**src/rtl/vq_pkg.sv**
```systemverilog
package vq_pkg;

    localparam int unsigned VQ_VOICES     = 31;
    localparam int unsigned VQ_CODE_VW    = 5;
    localparam logic [7:0]  VQ_FN_POP     = 8'h8F;
    localparam logic [7:0]  VQ_EMPTY_CODE = 8'hE8;
    localparam logic [7:0]  VQ_RD_IDLE    = 8'hFF;
    localparam logic [2:0]  VQ_TAG_WAVE   = 3'b011;
    localparam logic [2:0]  VQ_TAG_RAMP   = 3'b100;
    localparam int unsigned VQ_WAVE_BIT   = 5;
    localparam int unsigned VQ_RAMP_BIT   = 6;
    localparam logic [7:0]  VQ_SUMMARY_MASK = 8'h60;
    localparam int unsigned VQ_CLASSES    = 2;
    localparam int unsigned VQ_CL_WAVE    = 0;
    localparam int unsigned VQ_CL_RAMP    = 1;

    typedef enum logic [1:0] {
        SRC_NONE = 2'd0,
        SRC_WAVE = 2'd1,
        SRC_RAMP = 2'd2
    } vq_src_e;

    typedef struct packed {
        vq_src_e                 src;
        logic [VQ_CODE_VW-1:0]   voice;
    } vq_pick_t;

    function automatic logic [7:0] vq_encode(vq_pick_t p);
        case (p.src)
            SRC_WAVE: return {VQ_TAG_WAVE, p.voice};
            SRC_RAMP: return {VQ_TAG_RAMP, p.voice};
            default:  return VQ_EMPTY_CODE;
        endcase
    endfunction

endpackage

```
**src/rtl/vq_pick.sv**
```systemverilog
module vq_pick #(
    parameter int unsigned N  = 31,
    parameter int unsigned IW = 5
) (
    input  logic [N-1:0]  req,
    output logic          found,
    output logic [IW-1:0] idx,
    output logic [N-1:0]  onehot
);
    always_comb begin
        idx = '0;
        for (int i = N - 1; i >= 0; i--) begin
            if (req[i]) idx = IW'(i);
        end
        found  = |req;
        onehot = '0;
        for (int i = 0; i < N; i++) begin
            if (found && (idx == IW'(i))) onehot[i] = 1'b1;
        end
    end
endmodule

```
**src/rtl/vq_req_vec.sv**
```systemverilog
module vq_req_vec #(
    parameter int unsigned N  = 31,
    parameter int unsigned IW = 5
) (
    input  logic          clk,
    input  logic          rst,
    input  logic          clr,
    input  logic [N-1:0]  evt,
    input  logic          pop,
    output logic [N-1:0]  pend,
    output logic          found,
    output logic [IW-1:0] idx,
    output logic [N-1:0]  onehot,
    output logic          emptied
);
    logic [N-1:0] pend_q;
    logic [N-1:0] pend_n;
    logic [N-1:0] remain;

    vq_pick #(.N(N), .IW(IW)) u_pick (
        .req    (pend_q),
        .found  (found),
        .idx    (idx),
        .onehot (onehot)
    );

    always_comb begin
        remain  = pop ? (pend_q & ~onehot) : pend_q;
        emptied = pop && found && (remain == '0);
        pend_n  = clr ? '0 : (remain | evt);
    end

    always_ff @(posedge clk) begin
        if (rst) pend_q <= '0;
        else     pend_q <= pend_n;
    end

    assign pend = pend_q;
endmodule

```
**src/rtl/vq_gstat.sv**
```systemverilog
module vq_gstat
    import vq_pkg::*;
(
    input  logic       clk,
    input  logic       rst,
    input  logic       clr,
    input  logic       wave_set,
    input  logic       wave_emptied,
    input  logic       ramp_set,
    input  logic       ramp_emptied,
    input  logic [7:0] ext_set,
    input  logic [7:0] ext_clr,
    output logic [7:0] gstat,
    output logic       irq
);
    logic [7:0] g_q;
    logic [7:0] g_n;

    always_comb begin
        g_n = ((g_q & ~ext_clr) | ext_set) & ~VQ_SUMMARY_MASK;
        g_n[VQ_WAVE_BIT] = (g_q[VQ_WAVE_BIT] & ~wave_emptied) | wave_set;
        g_n[VQ_RAMP_BIT] = (g_q[VQ_RAMP_BIT] & ~ramp_emptied) | ramp_set;
        if (clr) g_n = '0;
    end

    always_ff @(posedge clk) begin
        if (rst) begin
            g_q <= '0;
            irq <= 1'b0;
        end else begin
            g_q <= g_n;
            irq <= |g_n;
        end
    end

    assign gstat = g_q;
endmodule

```
**src/rtl/voice_irq_queue.sv**
```systemverilog
module voice_irq_queue
    import vq_pkg::*;
#(
    parameter int unsigned NV = VQ_VOICES
) (
    input  logic          clk,
    input  logic          rst,
    input  logic          chip_clr,
    input  logic [NV-1:0] wave_evt,
    input  logic [NV-1:0] ramp_evt,
    input  logic [7:0]    ext_set,
    input  logic [7:0]    ext_clr,
    input  logic          fsel_we,
    input  logic [7:0]    fsel_wdata,
    output logic [7:0]    rd_data,
    output logic [7:0]    vstat_o,
    output logic [7:0]    gstat_o,
    output logic          irq_o,
    output logic [NV-1:0] wave_pend_o,
    output logic [NV-1:0] ramp_pend_o,
    output logic [NV-1:0] wave_ctl_clr_o,
    output logic [NV-1:0] ramp_ctl_clr_o
);
    localparam int unsigned IW = (NV > 1) ? $clog2(NV) : 1;

    logic [VQ_CLASSES-1:0][NV-1:0] evt_a;
    logic [VQ_CLASSES-1:0][NV-1:0] pend_a;
    logic [VQ_CLASSES-1:0][NV-1:0] oh_a;
    logic [VQ_CLASSES-1:0][NV-1:0] clr_q;
    logic [VQ_CLASSES-1:0][IW-1:0] idx_a;
    logic [VQ_CLASSES-1:0]         found_a;
    logic [VQ_CLASSES-1:0]         pop_a;
    logic [VQ_CLASSES-1:0]         empt_a;

    logic     pop_req;
    vq_pick_t pick;
    logic [7:0] fsel_q;
    logic [7:0] vstat_q;

    assign evt_a[VQ_CL_WAVE] = wave_evt;
    assign evt_a[VQ_CL_RAMP] = ramp_evt;

    assign pop_req = fsel_we && (fsel_wdata == VQ_FN_POP);

    // Wavetable class is always served first
    assign pop_a[VQ_CL_WAVE] = pop_req && found_a[VQ_CL_WAVE];
    assign pop_a[VQ_CL_RAMP] = pop_req && !found_a[VQ_CL_WAVE] && found_a[VQ_CL_RAMP];

    for (genvar c = 0; c < VQ_CLASSES; c++) begin : g_class
        vq_req_vec #(.N(NV), .IW(IW)) u_vec (
            .clk     (clk),
            .rst     (rst),
            .clr     (chip_clr),
            .evt     (evt_a[c]),
            .pop     (pop_a[c]),
            .pend    (pend_a[c]),
            .found   (found_a[c]),
            .idx     (idx_a[c]),
            .onehot  (oh_a[c]),
            .emptied (empt_a[c])
        );

        always_ff @(posedge clk) begin
            if (rst) clr_q[c] <= '0;
            else     clr_q[c] <= pop_a[c] ? oh_a[c] : '0;
        end
    end

    always_comb begin
        pick.src   = SRC_NONE;
        pick.voice = '0;
        if (found_a[VQ_CL_WAVE]) begin
            pick.src   = SRC_WAVE;
            pick.voice = VQ_CODE_VW'(idx_a[VQ_CL_WAVE]);
        end else if (found_a[VQ_CL_RAMP]) begin
            pick.src   = SRC_RAMP;
            pick.voice = VQ_CODE_VW'(idx_a[VQ_CL_RAMP]);
        end
    end

    always_ff @(posedge clk) begin
        if (rst) begin
            fsel_q  <= '0;
            vstat_q <= VQ_EMPTY_CODE;
        end else begin
            if (fsel_we) fsel_q  <= fsel_wdata;
            if (pop_req) vstat_q <= vq_encode(pick);
        end
    end

    vq_gstat u_gstat (
        .clk          (clk),
        .rst          (rst),
        .clr          (chip_clr),
        .wave_set     (|wave_evt),
        .wave_emptied (empt_a[VQ_CL_WAVE]),
        .ramp_set     (|ramp_evt),
        .ramp_emptied (empt_a[VQ_CL_RAMP]),
        .ext_set      (ext_set),
        .ext_clr      (ext_clr),
        .gstat        (gstat_o),
        .irq          (irq_o)
    );

    assign rd_data        = (fsel_q == VQ_FN_POP) ? vstat_q : VQ_RD_IDLE;
    assign vstat_o        = vstat_q;
    assign wave_pend_o    = pend_a[VQ_CL_WAVE];
    assign ramp_pend_o    = pend_a[VQ_CL_RAMP];
    assign wave_ctl_clr_o = clr_q[VQ_CL_WAVE];
    assign ramp_ctl_clr_o = clr_q[VQ_CL_RAMP];
endmodule

```
**config.mk**
```make
export PLATFORM = sky130hd
export DESIGN_NAME = voice_irq_queue
export DESIGN_NICKNAME = d
export VERILOG_FILES = /design/src/rtl/vq_pkg.sv /design/src/rtl/vq_pick.sv /design/src/rtl/vq_req_vec.sv /design/src/rtl/vq_gstat.sv /design/src/rtl/voice_irq_queue.sv
export SDC_FILE = /design/constraint.sdc
export NUM_CORES = 1
export LEC_CHECK = 0
export BUFFER_PORTS_ARGS = -buffer_cell sky130_fd_sc_hd__buf_2
export CORE_UTILIZATION = 35
export CTS_CLUSTER_DIAMETER = 80
export CTS_CLUSTER_SIZE = 10
export DETAILED_ROUTE_END_ITERATION = 8
export PLACE_DENSITY_LB_ADDON = 0.15
export RECOVER_POWER = 100
export SETUP_SLACK_MARGIN = 0.3
export SLEW_MARGIN = 10
export SYNTH_ARGS = -nofsm -noshare
export SYNTH_HDL_FRONTEND = slang
export SYNTH_HIERARCHICAL = 1
export SYNTH_SLANG_ARGS = --single-unit
```
**constraint.sdc**
```tcl
create_clock -name clk -period 6.5 [get_ports clk]
set_clock_uncertainty 0.1 [all_clocks]
set_input_delay 1.3 -clock clk [delete_from_list [all_inputs] [get_ports clk]]
set_output_delay 1.3 -clock clk [all_outputs]
set_load 0.005 [all_outputs]
```
==> key figures <==
Run status
  – Status: finished with violations
  – Violated checks: capacitance limit, slew limit

Yosys
  – Post-synth EDFFs: 0
  – Most common cell in the netlist: nor2_1
  – Ys async rst share: 0%
  – Simple-gate area share of the yosys netlist: 37.4%
  – Mapped Nets: 1,022
  – Compound-Gate Fraction of Synth Area: 13.8%
  – Largest family of logic cells by synthesized area: simple AND/OR/NAND/NOR gates
  – Synthesized instance count: 932
  – Netlist cell types: 64
  – Post-synthesis sequential area ratio: 39.5%
  – Post-synth top cells: nor2_1 (166), dfxtp_1 (148), inv_1 (94)
  – Syn Area/Cell: 8.04 um2
  – Post-synthesis xor/xnor area fraction: 0%
  – Top FF cell, synth: dfxtp_1
  – Syn Std Cell Area: 7500 um2
  – Multiplexer share of the synthesized area: 1.80%
  – Ys Warns: 6
  – Largest area contributor in the netlist: dfxtp_1
  – Synth top area share: 39.5%
  – Top cells by area, synth: dfxtp_1 (40%), nor2_1 (8.3%), nor3_2 (7.7%)
  – Area share of fa/ha/maj cells after synthesis: 0%
  – Synth Register Bits: 148

Placed design
  – IO buf count: 234
  – Dpl hpwl: 18,900 um
  – Post-DP Area: 8850 um2
  – Place WS: 1590 ps
  – GPL Wtd Cong: 0.870
  – Cells after DPL: 1,410

Drt
  – TritonRoute pass-1 iters: 5
  – DR WL/cell: 17.5 um
  – DR vias: 7,435
  – Routed WL: 25,300 um
  – Drt first-iter violations: 489
  – Vias/cell: 5.16
  – DRC: 0
  – ANT nets after route: 0

Clock network
  – Setup Buffers After CTS: 0
  – # hold bufs at CTS: 0
  – H-Tree Depth: 4
  – Longest Clk Path Bufs: 2
  – CTS tree: yes
  – Post-CTS sizing: 0
  – CTS Root Cell: clkbuf_16
  – Clk_lat worst skew: 430 ps
  – CTS Sinks: 148
  – TritonCTS Buffers: 17
  – Clk pin slew, worst setup/hold paths: 60 ps

Run
  – Max cap viols: 1

Setup path
  – Critical path capture point: u_gstat/irq
  – Critical Path AT: 5570 ps
  – Worst R2R Path Depth: 14
  – Startpoint types: register
  – Critical path, cell by cell: or4_1 > nor4b_1 > nand4_1 > nand2b_2 > buf_4 > nor2_1 > buf_4 > a21boi_0 > or4_1 > nor4_1 > inv_1 > a21oi_1 > a41o_1 > a21oi_2
  – Required time of the worst setup path: 6640 ps
  – Worst Path Class, Setup: register to register
  – CP max FO: 34
  – Crit path largest cell delay: 740 ps
  – Crit Reg-Reg Endpoint: u_gstat/irq
  – Reg2reg start: g_class[0].u_vec/pend[23]
  – Slowest cell on crit path: nor4b_1
  – Worst Setup SP: g_class[0].u_vec/pend[23]
  – Critical Path Sink Type: register
  – R2R Setup Slk: 1070 ps

Timing
  – Min Tclk post-route: 5430 ps
  – Final WS setup: 1070 ps
  – RSZ-0062 raised after global routing: false
  – Setup TNS: 0 ps
  – Worst slew pin tran: 1720 ps
  – Final period utilization: 83.5%
  – Final hold violations: 0
  – Highest clock rate: 0.184 GHz
  – Max-slew headroom: -14.7%
  – Max Transition Viols Final: 34
  – # setup viols final: 0
  – Hold WS: 389 ps

Floorplan
  – Initial Util: 35.7%
  – Full die area: 22,000 um2
  – I/O Pins: 239
  – Rows: 53
  – Die height: 148 um
  – Core Area: 21,000 um2
  – Die span in x: 148 um

Finish
  – Final instance area: 9100 um2
  – Final Util: 43.3%
  – Area delta synth->final: 21.4%
  – Nets: 1,244
  – Layout cell share with drive strength beyond 1: 21.0%
  – Fillers: 2,261
  – Ant diodes: 0
  – Post-Layout Cell Count: 1,441

Power
  – Maximum vdd ir drop: 0.170 mV
  – Power per Cell Area: 252 nW/um2
  – Post-layout power: 2.29 mW
  – Leak: 3.58 nW

Global route
  – First-pass GRT wire length: 38,700 um
  – Antenna violations before repair: 0
  – Largest net degree at the start of global routing: 49
  – Grt total ovfl: 0
  – All-Layer GR Usage: 23.1%
  – Vias in the first global route: 6,918

Min path
  – Hold Path Class: register to register
-- kinds of logic (layout without fill, tap and decap cells) --
group / after synthesis / count (layout)
buffers and inverters: 131 / 365
AND/OR/NAND/NOR: 483 / 483
AO/OA/AOI/OAI: 157 / 157
flip-flops: 148 / 148
multiplexers: 13 / 13
-- registers in the layout, indices dropped and copies added, names as in the netlist --
name                count
wave_ctl_clr_o         31
vstat_o                 7
u_gstat/gstat           8
g_class.u_vec/pend     62
u_gstat/irq             1
fsel_q                  8
ramp_ctl_clr_o         31
-- power breakdown --
| group | internal (mW) | switching, mW |
|---|---|---|
| Combinational | 0.120 | 0.184 |
| Sequential | 0.931 | 0.0420 |
| Clock | 0.613 | 0.403 |
-- cell type report --
cell class | count | area, um2 | area share [%]
multi-input combinational | 653 | 3720 | 40.9
sequential | 148 | 2960 | 32.6
timing repair buffer | 240 | 1120 | 12.3
clock buffer | 19 | 443 | 4.87
inverter | 94 | 353 | 3.88
tap | 275 | 344 | 3.78
clock inverter | 12 | 155 | 1.71
-- routing by layer --
metal	global-route usage [%]	routed length [um]
met3	5.43	1810
met5	0	0
met4	6.60	308
met2	38.4	12100
met1	29.7	11000
-- critical path, delay by kind of cell (launching register included) --
family	cells	cell delay, ps
DFF	1	390
AOI/OAI and AO/OA	4	660
buffers and inverters	3	710
and+or+nand+nor	7	3360
-- worst min-delay path by stage --
stage | startpoint | to | depth (start not counted) | slack, ps
finish | fsel_q[4] | fsel_q[4] | 2 | 390
floorplan | fsel_q[4] | fsel_q[4] | 2 | 350
global route | fsel_q[1] | fsel_q[1] | 2 | 430
CTS | fsel_q[4] | fsel_q[4] | 2 | 400
global placement | fsel_q[1] | fsel_q[1] | 2 | 380
detailed placement | fsel_q[4] | fsel_q[4] | 2 | 380
-- cells in the final DEF, fill, tap and decap left out, drive strengths merged, types with 6 or more instances in the layout --
cell type,Yosys,routed
nor4,31,31
nor2b,52,52
nand2b,11,11
clkinv,0,6
a21oi,89,89
nand2,76,76
a2111oi,14,14
o21ai,6,6
a21boi,10,10
nor2,168,168
nor3,78,78
or2,6,6
or3,6,6
clkbuf,19,93
nand4,7,7
o21bai,8,8
inv,94,95
mux2i,9,9
buf,18,166
dfxtp,148,148
or4,18,18
Note: power is estimated with default switching activity, not from simulation.
